<file path="src/rtl/vpic_ctrl.sv">
module vpic_ctrl #(
  parameter int NSRC = 16,
  parameter int EXT = 4,
  parameter int STK = 4,
  parameter int VW = 16,
  parameter logic [15:0] VBASE = 16'h0004,
  parameter logic [15:0] VBRK = 16'h003E
) (
  input  logic clk,
  input  logic rst_n,
  input  logic [NSRC-1:EXT+1] src_pulse,
  input  logic [EXT-1:0] ext_pin,
  input  logic wdt_ovf,
  input  logic brk_exec,
  input  logic reg_we,
  input  logic [2:0] reg_sel,
  input  logic [NSRC-1:0] reg_wdata,
  output logic [NSRC-1:0] reg_rdata,
  output logic int_req,
  output logic [VW-1:0] int_vec,
  input  logic int_ack,
  input  logic reti,
  output logic wake
);
  localparam int IW = $clog2(NSRC);
  localparam logic [1:0] L_NONE = 2'd0, L_LOW = 2'd1, L_HIGH = 2'd2, L_NMI = 2'd3;

  logic [NSRC-1:0] rf_q, mk_q, pr_q, hw_set, elig, hi;
  logic [EXT-1:0] rise_q, fall_q, pin_q;
  logic route_nmi_q, ie_q, nmi_q, brk_q;
  logic [1:0] lvl_q, lvl_n, base_lvl;
  logic [1:0] stk_q [STK];
  logic [1:0] stk_n [STK];
  logic [IW-1:0] idx_hi, idx_any, win_idx;
  logic hit_hi, hit_any, mask_ok, take_nmi, take_brk, take_msk, acc;

  always_comb begin
    hw_set = '0;
    hw_set[0] = wdt_ovf & ~route_nmi_q;
    for (int k = 0; k < EXT; k++)
      hw_set[k+1] = (ext_pin[k] & ~pin_q[k] & rise_q[k]) | (~ext_pin[k] & pin_q[k] & fall_q[k]);
    for (int i = EXT + 1; i < NSRC; i++)
      hw_set[i] = src_pulse[i];
  end

  assign elig = rf_q & ~mk_q;
  assign hi = elig & pr_q;

  always_comb begin
    hit_hi = 1'b0; hit_any = 1'b0; idx_hi = '0; idx_any = '0;
    for (int i = NSRC - 1; i >= 0; i--) begin
      if (hi[i]) begin hit_hi = 1'b1; idx_hi = IW'(i); end
      if (elig[i]) begin hit_any = 1'b1; idx_any = IW'(i); end
    end
  end

  assign win_idx = hit_hi ? idx_hi : idx_any;
  assign mask_ok = ie_q && hit_any && (lvl_q == L_NONE || (lvl_q == L_LOW && hit_hi));
  assign take_nmi = nmi_q && (lvl_q != L_NMI);
  assign take_brk = !take_nmi && brk_q;
  assign take_msk = !take_nmi && !brk_q && mask_ok;
  assign int_req = take_nmi | take_brk | take_msk;
  assign int_vec = take_msk ? VW'(VBASE) + (VW'(win_idx) << 1) : (take_brk ? VW'(VBRK) : VW'(VBASE));
  assign acc = int_ack & int_req;
  assign wake = (|elig) | nmi_q;

  always_comb begin
    base_lvl = reti ? stk_q[0] : lvl_q;
    for (int s = 0; s < STK; s++)
      stk_n[s] = reti ? ((s == STK - 1) ? L_NONE : stk_q[s+1]) : stk_q[s];
    lvl_n = base_lvl;
    if (acc) begin
      for (int s = STK - 1; s > 0; s--) stk_n[s] = stk_n[s-1];
      stk_n[0] = base_lvl;
      if (take_nmi) lvl_n = L_NMI;
      else if (take_brk) lvl_n = base_lvl;
      else lvl_n = hit_hi ? L_HIGH : L_LOW;
    end
  end

  always_ff @(posedge clk) begin
    if (!rst_n) begin
      rf_q <= '0; mk_q <= '1; pr_q <= '0;
      rise_q <= '0; fall_q <= '0; pin_q <= '0;
      route_nmi_q <= 1'b0; ie_q <= 1'b0; nmi_q <= 1'b0; brk_q <= 1'b0;
      lvl_q <= L_NONE;
      for (int s = 0; s < STK; s++) stk_q[s] <= L_NONE;
    end else begin
      logic [NSRC-1:0] rf_n;
      rf_n = rf_q;
      if (reg_we && reg_sel == 3'd0) rf_n = reg_wdata;
      if (acc && take_msk) rf_n[win_idx] = 1'b0;
      rf_q <= rf_n | hw_set;
      if (reg_we && reg_sel == 3'd1) mk_q <= reg_wdata;
      if (reg_we && reg_sel == 3'd2) pr_q <= reg_wdata;
      if (reg_we && reg_sel == 3'd3) begin
        rise_q <= reg_wdata[EXT-1:0];
        fall_q <= reg_wdata[2*EXT-1:EXT];
        route_nmi_q <= reg_wdata[2*EXT];
      end
      if (acc) ie_q <= 1'b0;
      else if (reg_we && reg_sel == 3'd4) ie_q <= reg_wdata[0];
      nmi_q <= (wdt_ovf & route_nmi_q) | (nmi_q & ~(acc & take_nmi));
      brk_q <= brk_exec | (brk_q & ~(acc & take_brk));
      pin_q <= ext_pin;
      lvl_q <= lvl_n;
      for (int s = 0; s < STK; s++) stk_q[s] <= stk_n[s];
    end
  end

  always_comb begin
    case (reg_sel)
      3'd0: reg_rdata = rf_q;
      3'd1: reg_rdata = mk_q;
      3'd2: reg_rdata = pr_q;
      3'd3: reg_rdata = NSRC'({route_nmi_q, fall_q, rise_q});
      3'd4: reg_rdata = NSRC'({lvl_q, ie_q});
      default: reg_rdata = '0;
    endcase
  end

  AST_ACK_DROPS_IE: assert property (@(posedge clk) disable iff (!rst_n) (int_ack && int_req) |=> !ie_q);
  AST_IE_GATE: assert property (@(posedge clk) disable iff (!rst_n) (int_req && !ie_q) |-> (nmi_q || brk_q));
  AST_HIGH_BLOCKS: assert property (@(posedge clk) disable iff (!rst_n) (int_req && lvl_q[1]) |-> (nmi_q || brk_q));
  AST_REQ_UNMASKED: assert property (@(posedge clk) disable iff (!rst_n) (int_req && !nmi_q && !brk_q) |-> ((rf_q & ~mk_q) != '0));
  AST_RETI_POP: assert property (@(posedge clk) disable iff (!rst_n) (reti && !int_ack) |=> (lvl_q == $past(stk_q[0])));
  AST_VEC_ALIGNED: assert property (@(posedge clk) disable iff (!rst_n) int_req |-> (!int_vec[0] && int_vec <= VW'(VBRK)));
  AST_NMI_WAKE: assert property (@(posedge clk) disable iff (!rst_n) (wdt_ovf && route_nmi_q) |=> wake);
endmodule

</file>
<file path="config.mk">
export PLATFORM = sky130hd
export DESIGN_NAME = vpic_ctrl
export DESIGN_NICKNAME = d
export VERILOG_FILES = /design/src/rtl/vpic_ctrl.sv
export SDC_FILE = /design/constraint.sdc
export NUM_CORES = 1
export LEC_CHECK = 0
export BUFFER_PORTS_ARGS = -buffer_cell sky130_fd_sc_hd__clkbuf_2
export CAP_MARGIN = 20
export CORE_UTILIZATION = 45
export DETAILED_ROUTE_END_ITERATION = 8
export PLACE_DENSITY = 0.77
export SLEW_MARGIN = 20
export SYNTH_ARGS = -nofsm -noshare
export SYNTH_HDL_FRONTEND = slang
export SYNTH_SLANG_ARGS = --single-unit
</file>
<file path="constraint.sdc">
create_clock -name clk -period 2.55 [get_ports clk]
set_input_delay 0 -clock clk [delete_from_list [all_inputs] [get_ports clk]]
set_output_delay 0 -clock clk [all_outputs]
set_load 0.02 [all_outputs]
</file>
==> impl_metrics.py, run 1 <==
metrics = {
    "timing": {
        "drv_slew": 0,
        "fin_skew_ns": 0.0129,
        "setup_viol": 1,
        "setup_ws_ns": -0.0106,
        "rsz0062_at_grt": "true",
        "worst_slew_pin_slew_ns": 0.781,
        "max_freq_ghz": 0.391,
        "finalCriticalPeriod_ns": 2.56,
        "hold_slack_ns": 0.0238,
        "slew_headroom": 0.480,
        "finalCritPeriodShare": 1.00,
        "finalHoldViolCount": 0,
    },
    "drt": {
        "ant_nets": 0,
        "drt_drc_violations_left": 0,
        "drtIter0Drc": 337,
        "num_vias": 4868,
        "wl_per_cell_microns": 17.6,
        "first_pass_iters": 5,
        "via_per_inst": 5.77,
        "wirelength_microns": 14800,
    },
    "final_layout": {
        "utilization": 0.622,
        "ff_latch_area_sq_mm": 0.00150,
        "syn_to_final_growth_pct": 31.8,
        "mostFrequentLayoutCell": "nand2_1",
        "fillers": 812,
        "nets": 751,
        "layout_common_cells": "125 x nand2_1, 62 x clkbuf_2, 58 x dfxtp_1",
        "multi_input_area_sq_mm": 0.00281,
        "n_antenna_cell": 0,
        "fin_cells": 843,
        "drive_gt1_frac": 0.273,
    },
    "job": {
        "maxCapViolCount": 0,
    },
    "critical_path": {
        "crit_required_ns": 2.77,
        "critPathArrivalTime_ns": 2.78,
        "cp-end-kind": "flop",
        "cp-start-kind": "flop",
        "path_max_fanout": 4,
        "crit_buf_inv": 5,
        "cpPeakStageDelay_ns": 0.42,
        "worstPathCellList": "nand3b_1, buf_4, buf_4, a31o_2, o211ai_1, a32oi_2, buf_4, buf_4, buf_4, nor3_1, a31oi_1",
        "cpLargestDelayFamily": "compound AO/OA/AOI/OAI gates",
        "crit_slowest_cell": "nor3_1",
        "crit_top_cell": "buf_4",
        "critPathKind": "reg2reg",
    },
    "placed_design": {
        "dp_slack_ns": 0.0177,
        "placedCellCount": 766,
        "gp_congestion": 0.938,
        "hpwl_microns": 9890,
        "io_buffers": 63,
    },
    "clock_network": {
        "cts_buffers": 9,
        "htreeDepth": 3,
        "clockBufferDepth": 2,
        "cts.sinks": 74,
        "clk_pin_slew_worst_paths_ns": 0.09,
        "cts_tree": "done",
        "clock_latency_ns": 0.35,
        "cts_root_buffer": "clkbuf_8",
    },
    "yosys": {
        "synth_edf_count": 0,
        "syn-instance-count": 577,
        "synthArstFlopShare": 0,
        "synth_flop_cell": "dfxtp_1",
        "synthTopCellsByArea": "dfxtp_1 33%, nand2_1 11%, a21oi_1 4.7%",
        "synth_warnings": 0,
        "synth-seq-area-share": 0.334,
        "synth_top_cell_area_share": 0.334,
        "synth_area_leader_cell": "dfxtp_1",
        "syn_area_sq_mm": 0.00444,
        "synth_cell_types": 55,
        "synth_seq_cells": 74,
        "syn_avg_cell_area_sq_um": 7.70,
    },
    "global_route": {
        "grt_pass1_vias": 4611,
        "grt_max_degree": 41,
        "grt.total_usage": 0.283,
        "grt_pass1_wl_microns": 22400,
        "grt_overflow_total": 0,
        "antenna_found_initial": 0,
    },
    "die": {
        "dieArea_sq_mm": 0.0103,
        "die_h_microns": 101,
        "core_sq_mm": 0.00942,
        "rows": 35,
        "die_width_microns": 101,
        "start_util": 0.472,
        "io_pins": 75,
    },
    "pwr": {
        "vdd_ir_drop_max_v": 0.000310,
        "powerDensity_mw_per_mm2": 489,
        "power_mw": 2.86,
        "power.leakage_nw": 2.53,
    },
    "status": {
        "violations": "setup timing",
        "status": "finished with violations",
    },
    "hold_path": {
        "hold_class": "in2reg",
    },
}
area by class of cell:
type	instances	share of cell area
clock buffer	10	0.0235
clock inverter	6	0.0152
inverter	21	0.0135
multi-input combinational	450	0.479
sequential	74	0.257
tap	129	0.0276
timing repair buffer	153	0.184
state kept, by name, indices dropped and copies added, names as in the netlist:
signal and count:
fall_q 4, pr_q 16, mk_q 16, brk_q 1
rise_q 4, pin_q 4, route_nmi_q 1, rf_q 16
ie_q 1, nmi_q 1, stk_q 8, lvl_q 2
logic make-up after synthesis:
group / share of synthesized area
other cells: 0.000844
mux: 0.0983
compound gates: 0.196
buf+inv: 0.0654
flops: 0.334
simple gates: 0.301
xor+xnor: 0.00197
fa+ha+maj: 0.00282
report_power, final:
group	switching, mW	internal (mW)	total, mW
registers	0.0464	1.20	1.25
logic	0.304	0.247	0.551
clock network	0.481	0.580	1.06
layer usage:
layer  share of wire  vias to the layer above  global-route usage
met5               0                        -                   0
met4           0.023                        0               0.110
met3           0.072                       29              0.0552
met2            0.48                      249               0.484
met1            0.42                     2311               0.353
li1                -                     2279                   -
synth_stat cells, types with 2 or more instances:
library cell	number
dfxtp_1	74
nand3b_1	19
clkbuf_1	23
buf_1	5
and2_1	7
nand2_1	126
nor2_1	32
nand3_1	23
nor2b_1	21
o211a_1	4
o21ai_0	21
nor4_4	2
mux2_2	7
mux4_2	7
o21a_1	5
nand4_1	12
mux2i_1	20
o211ai_1	7
a211oi_1	11
a211o_1	2
a31oi_1	21
a21oi_1	42
inv_2	2
nor3_1	7
nand2b_1	13
inv_1	19
o31a_1	2
buf_4	12
a311oi_1	2
o41a_1	4
through the flow:
stage               instance area, sq um  TNS, ns
finish                              5850  -0.0106
global route                        5850   -0.271
CTS                                 5590        0
detailed placement                  4960        0
global placement                    4960        0
floorplan                           4480        0
what timing repair did:
action | CTS | global route
endpoints found under the hold margin | 58 | 0
setup buffers | 8 | 20
resized for setup | 6 | 35
pin swaps | 7 | 17
hold buffers | 33 | 0
endpoints found under the setup margin | 3 | 10
worst paths after layout:
kind / slack [ns] / endpoint / cells after the start / startpoint
setup / recovery: -0.01 / rf_q[2]$_SDFF_PN0_ / 11 / mk_q[6]$_SDFFE_PN1P_
hold / removal: 0.02 / stk_q[1][0]$_SDFF_PN0_ / 2 / reti
setup reg to reg: -0.01 / rf_q[2]$_SDFF_PN0_ / 11 / mk_q[6]$_SDFFE_PN1P_
hold reg to reg: 0.48 / pr_q[10]$_SDFFE_PN0P_ / 2 / pr_q[10]$_SDFFE_PN0P_
(Power assumes the default switching activity.)
==> inputs of run 2 (changes only) <==
==> constraint.sdc (replaced) <==
create_clock -name clk -period 2.9 [get_ports clk]
set_input_delay 0 -clock clk [delete_from_list [all_inputs] [get_ports clk]]
set_output_delay 0 -clock clk [all_outputs]
set_load 0.02 [all_outputs]
==> run 2 against run 1 <==
  * The flow now finishes without violations
  * Setup slack improved by 0.11 ns
  * Largest power group unchanged
  * Via count down 3.3%
  * Critical endpoint unchanged
  * Combinational power down 21%
  * Register-to-register slack improved by 0.11 ns
  * Final cell count decreased by 4.7%
  * Flip-flop and latch count unchanged
  * First-iteration DRC count rose by 27%
  * Utilization fell by 4.7 points
  * Total power is 18% lower
  * Global-route usage shrank 0.31 points
  * Critical path depth shrank 6
  * Routed wire length down 5.6%
==> impl_metrics.py, run 2 (same netlist as run 1, synthesis figures left out) <==
metrics = {
    "status": {
        "status": "completed",
    },
    "global_route": {
        "antenna_found_initial": 0,
        "grt_overflow_total": 0,
        "grt_pass1_vias": 4345,
        "grt_pass1_wl_microns": 22100,
        "grt.total_usage": 0.280,
        "grt_max_degree": 41,
    },
    "die": {
        "io_pins": 75,
        "core_sq_mm": 0.00942,
        "start_util": 0.472,
        "die_h_microns": 101,
        "rows": 35,
        "dieArea_sq_mm": 0.0103,
        "die_width_microns": 101,
    },
    "timing": {
        "setup_viol": 0,
        "slew_headroom": 0.449,
        "hold_slack_ns": 0.00922,
        "setup_ws_ns": 0.102,
        "drv_slew": 0,
        "finalCriticalPeriod_ns": 2.80,
        "finalCritPeriodShare": 0.965,
        "fin_skew_ns": 0.00891,
        "max_freq_ghz": 0.357,
        "finalHoldViolCount": 0,
        "worst_slew_pin_slew_ns": 0.826,
        "fin_setup_tns_ns": 0,
    },
    "final_layout": {
        "utilization": 0.574,
        "nets": 712,
        "reg_top3": "mk_q: 16 flops, pr_q: 16 flops, rf_q: 16 flops",
        "mostFrequentLayoutCell": "nand2_1",
        "drive_gt1_frac": 0.181,
        "n_antenna_cell": 0,
        "layout_common_cells": "126 x nand2_1, 73 x dfxtp_1, 63 x clkbuf_2",
        "syn_to_final_growth_pct": 21.8,
    },
    "pwr": {
        "clkPwrFrac": 0.345,
        "powerDensity_mw_per_mm2": 433,
        "power_mw": 2.34,
        "internal_power_mw": 1.66,
        "switching_share": 0.292,
        "p_sw_mw": 0.685,
        "power.leakage_nw": 2.31,
        "vdd_ir_drop_max_v": 0.000281,
        "p_comb_frac": 0.186,
        "p_seq_frac": 0.469,
    },
    "clock_network": {
        "clock_latency_ns": 0.35,
        "htreeDepth": 3,
        "cts_root_buffer": "clkbuf_8",
        "clk_pin_slew_worst_paths_ns": 0.08,
        "cts_tree": "done",
        "cts.sinks": 74,
        "clockBufferDepth": 2,
        "cts_buffers": 9,
    },
    "placed_design": {
        "io_buffers": 63,
        "dp_slack_ns": 0.198,
        "gp_congestion": 0.924,
        "hpwl_microns": 9830,
    },
    "drt": {
        "ant_nets": 0,
        "met3_length_microns": 1300,
        "drtIter0Drc": 428,
        "first_pass_iters": 5,
        "wl_met2_microns": 6530,
        "wirelength_microns": 14000,
        "wl_per_cell_microns": 17.4,
        "wl_met1_microns": 5910,
        "highest_layer": "met4",
        "num_vias": 4705,
        "drt_drc_violations_left": 0,
        "via_per_inst": 5.86,
    },
    "critical_path": {
        "crit_buf_inv": 0,
        "cpLargestDelayFamily": "simple AND/OR/NAND/NOR gates",
        "crit_slowest_cell": "a211oi_2",
        "cpPeakStageDelay_ns": 0.72,
        "critPathArrivalTime_ns": 3.00,
        "cp-start-kind": "flop",
        "critPathKind": "reg2reg",
        "worstPathCellList": "or4b_2, a211oi_2, nand3b_1, nor3_1, a31oi_1",
        "crit_required_ns": 3.10,
        "cp-end-kind": "flop",
        "path_max_fanout": 11,
    },
    "job": {
        "maxCapViolCount": 0,
    },
    "hold_path": {
        "hold_class": "in2reg",
    },
}
## run 2: routing by layer
metal / up-vias / track usage
met3: 23 / 0.0524
met2: 247 / 0.458
met5: - / 0
li1: 2214 / -
met1: 2221 / 0.371
met4: 0 / 0.0970
## run 2: layout make-up
class	count	area, sq um
fill	854	4010
multi-input combinational	450	2710
sequential	74	1480
timing repair buffer	114	793
tap	129	161
clock buffer	12	145
inverter	21	78.8
clock inverter	3	40.0
## run 2: timing repair
| item | CTS | global route |
|---|---|---|
| buffers inserted | 0 | 4 |
| endpoints found under the hold margin | 58 | 0 |
| gates resized for setup | 0 | 2 |
| setup endpoints to repair | 0 | 2 |
| hold buffers | 33 | 0 |
## run 2: stage by stage
step	cells	instance area, sq um
after floorplan	587	4480
after global placement	751	4860
after detailed placement	751	4860
after CTS	799	5380
after global routing	803	5410
final	803	5410
## run 2: final timing paths
path | start | end | slack, ns | cells after the start
max | lvl_q[1]$_SDFF_PN0_ | rf_q[2]$_SDFF_PN0_ | 0.10 | 5
min | reti | stk_q[1][0]$_SDFF_PN0_ | 0.009 | 2
max reg2reg | lvl_q[1]$_SDFF_PN0_ | rf_q[2]$_SDFF_PN0_ | 0.10 | 5
min reg2reg | pr_q[8]$_SDFFE_PN0P_ | pr_q[8]$_SDFFE_PN0P_ | 0.48 | 2
## run 2: power groups by stage
stage	combinational (mW)	clock, mW	sequential, mW
finish	0.436	0.807	1.10
global route	0.469	0.854	1.10
floorplan	0.269	0	1.11
detailed placement	0.389	0	1.12
CTS	0.426	0.812	1.10
global placement	0.383	0	1.12
## run 2: worst register-to-register path: stages (launching register included)
cell      delay [ns]
dfxtp_1         0.35
or4b_2          0.70
a211oi_2        0.72
nand3b_1        0.39
nor3_1          0.34
a31oi_1         0.13
==> inputs of run 3 (changes only) <==
--- a/config.mk
+++ b/config.mk
@@ -7,9 +7,11 @@
 export LEC_CHECK = 0
 export BUFFER_PORTS_ARGS = -buffer_cell sky130_fd_sc_hd__clkbuf_2
 export CAP_MARGIN = 20
-export CORE_UTILIZATION = 45
+export CELL_PAD_IN_SITES_DETAIL_PLACEMENT = 0
+export CELL_PAD_IN_SITES_GLOBAL_PLACEMENT = 1
+export CORE_UTILIZATION = 41
 export DETAILED_ROUTE_END_ITERATION = 8
-export PLACE_DENSITY = 0.77
+export PLACE_DENSITY = 0.91
 export SLEW_MARGIN = 20
 export SYNTH_ARGS = -nofsm -noshare
 export SYNTH_HDL_FRONTEND = slang
==> run 3 against run 2 <==
  * Die area grew 9.6%
  * Critical path depth grew 4
  * Total power shrank 3.6%
  * Register-to-register slack gained 0.15 ns
  * Critical path type is now reg2out
  * Critical endpoint is now int_vec[5]
  * Largest power group unchanged
==> impl_metrics.py, run 3 (same netlist as run 1, synthesis figures left out) <==
metrics = {
    "final_layout": {
        "nets": 724,
        "syn_to_final_growth_pct": 23.6,
        "reg_top3": "mk_q: 16 flops, pr_q: 16 flops, rf_q: 16 flops",
        "design_area_sq_mm": 0.00549,
        "utilization": 0.527,
        "mostFrequentLayoutCell": "nand2_1",
        "drive_gt1_frac": 0.197,
        "layout_common_cells": "126 x nand2_1, 74 x dfxtp_1, 63 x clkbuf_2",
        "n_antenna_cell": 0,
    },
    "clock_network": {
        "cts_tree": "done",
        "clockBufferDepth": 2,
        "cts.sinks": 74,
        "clock_latency_ns": 0.37,
        "cts_root_buffer": "clkbuf_8",
        "htreeDepth": 3,
        "clk_pin_slew_worst_paths_ns": 0.08,
        "cts_buffers": 9,
    },
    "drt": {
        "first_pass_iters": 5,
        "ant_nets": 0,
        "wl_per_cell_microns": 17.1,
        "num_vias": 4645,
        "via_per_inst": 5.64,
        "drtIter0Drc": 319,
        "wirelength_microns": 14100,
        "drt_drc_violations_left": 0,
    },
    "die": {
        "core_sq_mm": 0.0104,
        "die_h_microns": 106,
        "io_pins": 75,
        "start_util": 0.426,
        "die_width_microns": 106,
        "rows": 37,
        "dieArea_sq_mm": 0.0113,
    },
    "timing": {
        "worst_slew_pin_slew_ns": 0.632,
        "finalCriticalPeriod_ns": 2.77,
        "drv_slew": 0,
        "max_freq_ghz": 0.361,
        "fin_skew_ns": 0.00780,
        "hold_slack_ns": 0.0515,
        "setup_ws_ns": 0.127,
        "finalHoldViolCount": 0,
        "setup_viol": 0,
        "slew_headroom": 0.578,
        "finalCritPeriodShare": 0.956,
    },
    "hold_path": {
        "worstHoldEndpoint": "ie_q$_SDFFE_PP0P_",
        "hold_class": "in2reg",
        "hp-start": "reg_we",
        "hold_depth": 4,
    },
    "critical_path": {
        "worstPathCellList": "nand3b_1, nand4_1, buf_4, nor4_4, a32oi_2, inv_2, nand2_1, o21ai_0, clkbuf_2",
        "crit_buf_inv": 3,
        "r2r-end": "rf_q[14]$_SDFF_PN0_",
        "ff2ff_path_depth": 8,
        "cpPeakStageDelay_ns": 0.40,
        "r2r-start": "mk_q[7]$_SDFFE_PN1P_",
        "cp-end-kind": "output port",
        "crit_required_ns": 2.90,
        "path_max_fanout": 5,
        "cpLargestDelayFamily": "simple AND/OR/NAND/NOR gates",
        "cp-start-kind": "flop",
        "crit_slowest_cell": "dfxtp_1",
        "critPathArrivalTime_ns": 2.77,
        "critPathKind": "reg2out",
        "r2r_slack_ns": 0.25,
    },
    "global_route": {
        "grt_pass1_wl_microns": 22400,
        "grt_max_degree": 41,
        "antenna_found_initial": 0,
        "grt.total_usage": 0.257,
        "grt_overflow_total": 0,
        "grt_pass1_vias": 4286,
    },
    "placed_design": {
        "io_buffers": 63,
        "dp_slack_ns": 0.348,
        "hpwl_microns": 10200,
        "gp_congestion": 1.01,
        "post_dp_cell_area_sq_mm": 0.00487,
    },
    "job": {
        "maxCapViolCount": 0,
    },
    "status": {
        "status": "completed",
    },
    "pwr": {
        "vdd_ir_drop_max_v": 0.000190,
        "power.leakage_nw": 2.36,
        "powerDensity_mw_per_mm2": 411,
    },
}
==> run 3: cell types whose count changed in the layout (fill, tap and decap cells not counted), sizes merged <==
cell	before	now
clkinv	2	3
clkbuf	75	76
dlygate4sd3	33	34
buf	18	29
bufinv	1	0
==> run 3: cell type report <==
class / count / area [sq um]
Clock inverter: 3 / 15.0
Inverter: 21 / 78.8
Tap cell: 136 / 170
Fill cell: 994 / 4930
Clock buffer: 13 / 149
Multi-Input combinational cell: 450 / 2720
Sequential cell: 74 / 1480
Timing Repair Buffer: 126 / 873
==> run 3: worst reg2reg max path: cells and delay by family (launching register included) <==
kind	cells	cell delay [ns]
flip-flops	1	0.40
AND/OR/NAND/NOR	3	0.82
buffers and inverters	2	0.41
AO/OA/AOI/OAI	3	0.89
==> run 3: layer usage <==
| metal | global-route usage | vias up | wire, microns |
|---|---|---|---|
| met5 | 0 | - | 0 |
| met4 | 0.0962 | 0 | 336 |
| met3 | 0.0533 | 29 | 1020 |
| met2 | 0.409 | 208 | 6650 |
| met1 | 0.341 | 2179 | 6060 |
| li1 | - | 2229 | - |
==> run 3: how the worst max path moves through the flow <==
stage | end | startpoint | depth (start not counted)
2_1_floorplan | stk_q[1][1]$_SDFF_PN0_ | rf_q[2]$_SDFF_PN0_ | 8
3_3_place_gp | rf_q[4]$_SDFF_PN0_ | lvl_q[1]$_SDFF_PN0_ | 5
3_5_place_dp | rf_q[4]$_SDFF_PN0_ | lvl_q[1]$_SDFF_PN0_ | 5
4_1_cts | int_vec[1] | mk_q[5]$_SDFFE_PN1P_ | 8
5_1_grt | int_vec[4] | mk_q[6]$_SDFFE_PN1P_ | 10
6_report | int_vec[5] | mk_q[7]$_SDFFE_PN1P_ | 9
==> run 3: repair_timing <==
item                                    in CTS  in global routing
gates resized for setup                      0                  3
hold buffers                                34                  0
setup buffers                                0                 13
endpoints found under the setup margin       0                  4
hold endpoints to repair                    59                  0
==> run 3: stage by stage <==
| stage | instances | power (mW) | TNS, ns |
|---|---|---|---|
| floorplan | 587 | 1.38 | 0 |
| global placement | 760 | 1.50 | 0 |
| detailed placement | 760 | 1.51 | 0 |
| CTS | 810 | 2.25 | 0 |
| global route | 823 | 2.36 | -0.0344 |
| finish | 823 | 2.26 | 0 |
==> run 3: report_power, final <==
group	switching [mW]	internal (mW)
Combinational	0.249	0.187
Sequential	0.0418	1.06
Clock	0.390	0.331
Total	0.681	1.58
